--- src/rtl/sda_pkg.sv ---
package sda_pkg;

    typedef enum logic [1:0] {
        ARB_RR      = 2'b00,
        ARB_RR_BD   = 2'b01,
        ARB_FIX_CPU = 2'b10,
        ARB_FIX_BD  = 2'b11
    } arb_mode_e;

    typedef enum logic [1:0] {
        H_CPU_LAST = 2'b00,
        H_BD_ONCE  = 2'b01,
        H_BD_TWICE = 2'b10
    } hist_e;

    localparam int unsigned NPORT = 2;
    localparam int unsigned P_CPU = 0;
    localparam int unsigned P_BD  = 1;

endpackage

--- src/rtl/sda_policy.sv ---
module sda_policy
    import sda_pkg::*;
(
    input  logic       clk,
    input  logic       rst_n,
    input  logic [1:0] mode,
    input  logic       cpu_req,
    input  logic       bd_req,
    output logic       cpu_gnt,
    output logic       bd_gnt
);

    hist_e hist_q, hist_d;
    logic  contest;
    logic  bd_wins;

    // state register
    always_ff @(posedge clk or negedge rst_n) begin
        if (!rst_n) hist_q <= H_CPU_LAST;
        else        hist_q <= hist_d;
    end

    // outputs: winner of a contested cycle per policy
    always_comb begin
        contest = cpu_req & bd_req;
        unique case (arb_mode_e'(mode))
            ARB_RR:      bd_wins = (hist_q == H_CPU_LAST);
            ARB_RR_BD:   bd_wins = (hist_q != H_BD_TWICE);
            ARB_FIX_CPU: bd_wins = 1'b0;
            ARB_FIX_BD:  bd_wins = 1'b1;
            default:     bd_wins = 1'b0;
        endcase
        cpu_gnt = cpu_req & ~(contest & bd_wins);
        bd_gnt  = bd_req  & ~(contest & ~bd_wins);
    end

    // next-state: history of grants
    always_comb begin
        hist_d = hist_q;
        if (cpu_gnt) begin
            hist_d = H_CPU_LAST;
        end else if (bd_gnt) begin
            unique case (hist_q)
                H_CPU_LAST: hist_d = H_BD_ONCE;
                H_BD_ONCE:  hist_d = H_BD_TWICE;
                default:    hist_d = H_BD_TWICE;
            endcase
        end
    end

    a_r1_onehot: assert property (@(posedge clk) disable iff (!rst_n)
        $onehot0({cpu_gnt, bd_gnt}));
    a_r1_cpu_needs_req: assert property (@(posedge clk) disable iff (!rst_n)
        cpu_gnt |-> cpu_req);
    a_r1_bd_needs_req: assert property (@(posedge clk) disable iff (!rst_n)
        bd_gnt |-> bd_req);
    a_r2_lone_cpu: assert property (@(posedge clk) disable iff (!rst_n)
        (cpu_req && !bd_req) |-> cpu_gnt);
    a_r2_lone_bd: assert property (@(posedge clk) disable iff (!rst_n)
        (bd_req && !cpu_req) |-> bd_gnt);
    a_r3_rr_alternate: assert property (@(posedge clk) disable iff (!rst_n)
        (mode == 2'b00 && cpu_req && bd_req && $past(cpu_gnt)) |-> bd_gnt);
    a_r5_fix_cpu: assert property (@(posedge clk) disable iff (!rst_n)
        (mode == 2'b10 && cpu_req) |-> cpu_gnt);
    a_r6_fix_bd: assert property (@(posedge clk) disable iff (!rst_n)
        (mode == 2'b11 && bd_req) |-> bd_gnt);

endmodule

--- src/rtl/sda_wguard.sv ---
module sda_wguard #(
    parameter int unsigned AW = 8,
    parameter int unsigned DW = 32
) (
    input  logic          wprot,
    input  logic          cpu_gnt,
    input  logic          cpu_we,
    input  logic [AW-1:0] cpu_addr,
    input  logic [DW-1:0] cpu_wdata,
    input  logic          bd_gnt,
    input  logic          bd_we,
    input  logic [AW-1:0] bd_addr,
    input  logic [DW-1:0] bd_wdata,
    output logic          mem_en,
    output logic          mem_we,
    output logic [AW-1:0] mem_addr,
    output logic [DW-1:0] mem_wdata,
    output logic          blk_cpu,
    output logic          blk_bd
);

    logic sel_we;
    logic blocked;

    always_comb begin
        if (bd_gnt) begin
            mem_addr  = bd_addr;
            mem_wdata = bd_wdata;
            sel_we    = bd_we;
        end else begin
            mem_addr  = cpu_addr;
            mem_wdata = cpu_wdata;
            sel_we    = cpu_we;
        end
        blocked = sel_we & wprot;
        mem_en  = (cpu_gnt | bd_gnt) & ~blocked;
        mem_we  = mem_en & sel_we;
        blk_cpu = cpu_gnt & cpu_we & wprot;
        blk_bd  = bd_gnt & bd_we & wprot;
    end

endmodule

--- src/rtl/sda_resp.sv ---
module sda_resp
    import sda_pkg::*;
#(
    parameter int unsigned DW = 32
) (
    input  logic             clk,
    input  logic             rst_n,
    input  logic [NPORT-1:0] gnt,
    input  logic [NPORT-1:0] we,
    input  logic [NPORT-1:0] blk,
    input  logic [DW-1:0]    mem_rdata,
    output logic [NPORT-1:0] rvalid,
    output logic [NPORT-1:0] err,
    output logic [DW-1:0]    rdata [NPORT]
);

    for (genvar p = 0; p < NPORT; p++) begin : g_port
        logic rv_q, err_q;

        always_ff @(posedge clk or negedge rst_n) begin
            if (!rst_n) begin
                rv_q  <= 1'b0;
                err_q <= 1'b0;
            end else begin
                rv_q  <= gnt[p] & ~we[p];
                err_q <= blk[p];
            end
        end

        assign rvalid[p] = rv_q;
        assign err[p]    = err_q;
        assign rdata[p]  = rv_q ? mem_rdata : '0;

        a_r9_read_returns: assert property (@(posedge clk) disable iff (!rst_n)
            (gnt[p] && !we[p]) |=> rvalid[p]);
        a_r8_err_follows: assert property (@(posedge clk) disable iff (!rst_n)
            blk[p] |=> err[p]);
        a_r8_no_err_on_read: assert property (@(posedge clk) disable iff (!rst_n)
            (gnt[p] && !we[p]) |=> !err[p]);
    end

    a_r9_single_return: assert property (@(posedge clk) disable iff (!rst_n)
        $onehot0(rvalid));

endmodule

--- src/rtl/sram_dual_arb.sv ---
module sram_dual_arb
    import sda_pkg::*;
#(
    parameter int unsigned AW = 8,
    parameter int unsigned DW = 32
) (
    input  logic          clk,
    input  logic          rst_n,
    input  logic [1:0]    cfg_mode,
    input  logic          cfg_wprot,
    input  logic          cpu_req,
    input  logic          cpu_we,
    input  logic [AW-1:0] cpu_addr,
    input  logic [DW-1:0] cpu_wdata,
    output logic          cpu_gnt,
    output logic          cpu_rvalid,
    output logic [DW-1:0] cpu_rdata,
    output logic          cpu_err,
    input  logic          bd_req,
    input  logic          bd_we,
    input  logic [AW-1:0] bd_addr,
    input  logic [DW-1:0] bd_wdata,
    output logic          bd_gnt,
    output logic          bd_rvalid,
    output logic [DW-1:0] bd_rdata,
    output logic          bd_err,
    output logic          mem_en,
    output logic          mem_we,
    output logic [AW-1:0] mem_addr,
    output logic [DW-1:0] mem_wdata,
    input  logic [DW-1:0] mem_rdata
);

    logic             blk_cpu, blk_bd;
    logic [NPORT-1:0] rv_v, err_v;
    logic [DW-1:0]    rd_v [NPORT];

    sda_policy u_policy (
        .clk     (clk),
        .rst_n   (rst_n),
        .mode    (cfg_mode),
        .cpu_req (cpu_req),
        .bd_req  (bd_req),
        .cpu_gnt (cpu_gnt),
        .bd_gnt  (bd_gnt)
    );

    sda_wguard #(.AW(AW), .DW(DW)) u_wguard (
        .wprot     (cfg_wprot),
        .cpu_gnt   (cpu_gnt),
        .cpu_we    (cpu_we),
        .cpu_addr  (cpu_addr),
        .cpu_wdata (cpu_wdata),
        .bd_gnt    (bd_gnt),
        .bd_we     (bd_we),
        .bd_addr   (bd_addr),
        .bd_wdata  (bd_wdata),
        .mem_en    (mem_en),
        .mem_we    (mem_we),
        .mem_addr  (mem_addr),
        .mem_wdata (mem_wdata),
        .blk_cpu   (blk_cpu),
        .blk_bd    (blk_bd)
    );

    sda_resp #(.DW(DW)) u_resp (
        .clk       (clk),
        .rst_n     (rst_n),
        .gnt       ({bd_gnt, cpu_gnt}),
        .we        ({bd_we, cpu_we}),
        .blk       ({blk_bd, blk_cpu}),
        .mem_rdata (mem_rdata),
        .rvalid    (rv_v),
        .err       (err_v),
        .rdata     (rd_v)
    );

    assign cpu_rvalid = rv_v[P_CPU];
    assign bd_rvalid  = rv_v[P_BD];
    assign cpu_err    = err_v[P_CPU];
    assign bd_err     = err_v[P_BD];
    assign cpu_rdata  = rd_v[P_CPU];
    assign bd_rdata   = rd_v[P_BD];

    a_r8_no_write_prot: assert property (@(posedge clk) disable iff (!rst_n)
        cfg_wprot |-> !mem_we);
    a_r7_idle_quiet: assert property (@(posedge clk) disable iff (!rst_n)
        !(cpu_gnt || bd_gnt) |-> !mem_en);
    a_r7_we_needs_en: assert property (@(posedge clk) disable iff (!rst_n)
        mem_we |-> mem_en);

endmodule

--- config.mk ---
export PLATFORM = sky130hd
export DESIGN_NAME = sram_dual_arb
export DESIGN_NICKNAME = d
export VERILOG_FILES = /design/src/rtl/sda_pkg.sv /design/src/rtl/sda_policy.sv /design/src/rtl/sda_wguard.sv /design/src/rtl/sda_resp.sv /design/src/rtl/sram_dual_arb.sv
export SDC_FILE = /design/constraint.sdc
export NUM_CORES = 1
export LEC_CHECK = 0
export BUFFER_PORTS_ARGS = -buffer_cell sky130_fd_sc_hd__buf_2
export CAP_MARGIN = 20
export CORE_AREA = 3 3 88 90
export CTS_CLUSTER_SIZE = 24
export DETAILED_ROUTE_END_ITERATION = 16
export DIE_AREA = 0 0 91 93
export GPL_ROUTABILITY_DRIVEN = 0
export GPL_TIMING_DRIVEN = 0
export PLACE_DENSITY = 0.7
export SYNTH_ARGS = -nofsm -noshare
export SYNTH_HDL_FRONTEND = slang
export SYNTH_HIERARCHICAL = 1
export SYNTH_SLANG_ARGS = --single-unit
--- constraint.sdc ---
create_clock -name clk -period 1.9 [get_ports clk]
set_input_delay 0.095 -clock clk [delete_from_list [all_inputs] [get_ports clk]]
set_output_delay 0.095 -clock clk [all_outputs]
set_load 0.01 [all_outputs]
==> metrics.md <==
| Metric | Value |
|---|---|
| Final setup skew | `0.7783 ps` |
| Area Growth Syn to Fin | `120.7%` |
| Ys Warns | `6` |
| Drt drc | `0` |
| Hpwl dp | `5878 um` |
| Placed Instances | `479` |
| WP buf/inv | `3` |
| Crit-path cells | `nor2_2 > mux2i_1 > o21a_2 > buf_8 > buf_12 > mux2_4 > buf_6` |
| Synth Area in Compound Gates | `about 4.4%` |
| Most common cell after layout, fill and taps aside | `buf_2` |
| Max VDD drop | `0.1646 mV` |
| RSZ-0062 raised after global routing | `true` |
| Synthesized instance count | `148` |
| Mux share of post-synthesis cell area | `42.84%` |
| CTS Buffer Depth | `2` |
| First-pass GRT wire length | `just under 10000 um` |
| Rel. slew slack | `between 60% and 70%` |
| Area after DPL | `2710 sq um` |
| Initial antenna violation count | `0` |
| Mapped cell area | `1425 sq um` |
| Crit start category | `flop` |
| CTS H-Tree Depth | `1` |
| Nets | `514` |
| Adder-Cell Fraction of Synth Area | `0%` |
| Tot Pwr | `between 1 and 1.5 mW` |
| Violated checks | `setup timing` |
| Clk sinks | `6` |
| Final Util | `between 40 and 50%` |
| Final Hold Fails | `0` |
| Wire per inst | `13.74 um` |
| Min-Delay Path Class | `input port to flop` |
| Seq pwr share | `between 10% and 20%` |
| Maximum fanout along the worst path | `10` |
| Worst-path clk slew | `40 ps` |
| Synthesized flop and latch total | `6` |
| CP delay by family, top | `multiplexers` |
| Clock latency at the later pin of the worst-skew pair | `220 ps` |
| Post-Layout Inst Area | `3146 sq um` |
| P_sw | `0.3919 mW` |
| Worst Path Required | `1800 ps` |
| Clk pwr share | `~16%` |
| Layout cells sized above 1 | `between 80% and 90%` |
| Die Wd | `91 um` |
| Root buf cell | `clkbuf_8` |
| Via count | `about 2000` |
| Antenna-violating nets left | `0` |
| Pre-CTS WS | `-28.68 ps` |
| Logic gate share of total power | `71.2%` |
| Final WS setup | `-117.4 ps` |
| Critical Path End Type | `primary output` |
| Worst Tran Pin Value | `479.5 ps` |
| Post-synthesis cell type count | `20` |
| Static leakage | `1.912 nW` |
| Most frequent cells in the layout | `194 x buf_2, 42 x and2_1, 40 x buf_6, 40 x mux2_4, 22 x and2_2` |
| Drt via density | `4.049` |
| Max-Cap Viols | `0` |
| R2R Setup Slk | `440 ps` |
| CTS tree | `built` |
| Outcome | `complete, but fails checks` |
| Slowest CP cell | `dfrtp_1` |
| Die height | `approximately 93 um` |
| Sequential cell area fraction in the yosys report | `a little over a tenth` |
| WL final | `approximately 6700 um` |
| Top-area cell type share of the netlist area | `38.98%` |
| TritonCTS Buffers | `3` |
| # diodes | `0` |
| Data arrival, critical path | `1920 ps` |
| Simple-gate share of the synthesized area | `33.54%` |
| Synth top area cells | `mux2_4 39%, and2_1 18%, and2_2 12%` |
| Largest family of logic cells by synthesized area | `multiplexers` |
| Global route overflow | `0` |
| Total GRT Usage | `14.27%` |
| Xor and xnor area share after synthesis | `0%` |
| Avg Synthesized Cell Area | `roughly 9.6 sq um` |
| Final setup viols | `between 40 and 50` |
| Post-synth top area cell | `mux2_4` |
| Non-Filler Instances | `490` |
| Period utilization | `106.2%` |
| Starting DRT DRC Count | `50` |
| Vias in the first global route | `about 1900` |
| Max Fclk | `slightly below 500 MHz` |
| Crit path kind | `flop to primary output` |
| Minimum clock period after layout | `2017 ps` |
| Power Internal | `0.7867 mW` |
| Starting Density | `19.97%` |
| Largest net degree at the start of global routing | `11` |
| Power per Cell Area | `~370 nW/um^2` |
| Final count of pins violating max slew | `0` |
| Syn Nets | `roughly 270` |
| Core area | `7137 sq um` |
| DRT Pass-1 Iters | `4` |
| Num rows | `31` |
| Full die area | `8463 sq um` |
| Sw frac | `33.25%` |
| IO Pins | `233` |
| Port Buffers | `232` |
| Worst path max stage delay | `380 ps` |
[final cells by class]
type	instances	area, sq um
Clock buffer	3	41.29
Sequential cell	6	150.1
Fill cell	707	3991
Buffer	15	155.1
Tap cell	99	123.9
Timing Repair Buffer	240	1504
Multi-Input combinational cell	125	1164
Inverter	2	7.507
[registers in the layout, indices dropped and copies added (netlist names)]
signal               count
u_resp/g_port.rv_q       2
u_resp/g_port.err_q      2
u_policy/hist_q          2
[final timing paths]
path | cells after the start | to | startpoint
max | 7 | mem_wdata[3] | u_policy/hist_q[0]
min | 2 | u_resp/g_port[0].rv_q | cpu_we
max reg2reg | 6 | u_resp/g_port[1].err_q | u_policy/hist_q[0]
min reg2reg | 2 | u_policy/hist_q[1] | u_policy/hist_q[1]
max in group asynchronous | 2 | u_resp/g_port[0].err_q | rst_n
min in group asynchronous | 2 | u_policy/hist_q[1] | rst_n
[through the flow]
stage | hold WS (ps) | TNS, ps
global placement | -70.14 | 0
finish | 63.34 | -3867
global route | 69.60 | -7580
CTS | 62.48 | -5911
floorplan | -200.6 | 0
detailed placement | -69.48 | -471.8
[Yosys cell counts, drive strengths merged]
master and instances:
and2 64, mux2 41, buf 9, clkbuf 6, dfrtp 6, a21oi 5
nand2 3, and3 2, inv 2, nor2b 2, o21a 2, a21boi 1
a311oi 1, mux2i 1, nand3b 1, nor2 1, o22ai 1
[layer usage]
metal / global-route usage, % / wire length, um
met4: 4.774 / 136
met5: 0 / 0
met2: 29.00 / 3650
met3: 3.057 / 752
met1: 14.11 / 2194
[power by group through the flow]
stage	clock network [mW]	logic (mW)	registers, mW
2_1_floorplan	0	0.366	0.149
3_3_place_gp	0	0.668	0.153
3_5_place_dp	0	0.677	0.153
4_1_cts	0.194	0.800	0.150
5_1_grt	0.204	0.897	0.152
6_report	0.190	0.839	0.150
[kinds of logic (layout without fill, tap and decap cells)]
family	after synthesis	in the layout
compound gates	10	10
buf+inv	17	260
flops	6	6
mux	42	42
simple gates	73	73
[what timing repair did]
item / 4_1_cts / 5_1_grt
resized for setup: 42 / 16
hold buffers: 1 / 0
setup endpoints to repair: 42 / 42
gates cloned: 0 / 2
hold endpoints to repair: 6 / 0
pin swaps: 1 / 1
setup buffers: 5 / 0
Power figures use the tool's default switching activity.
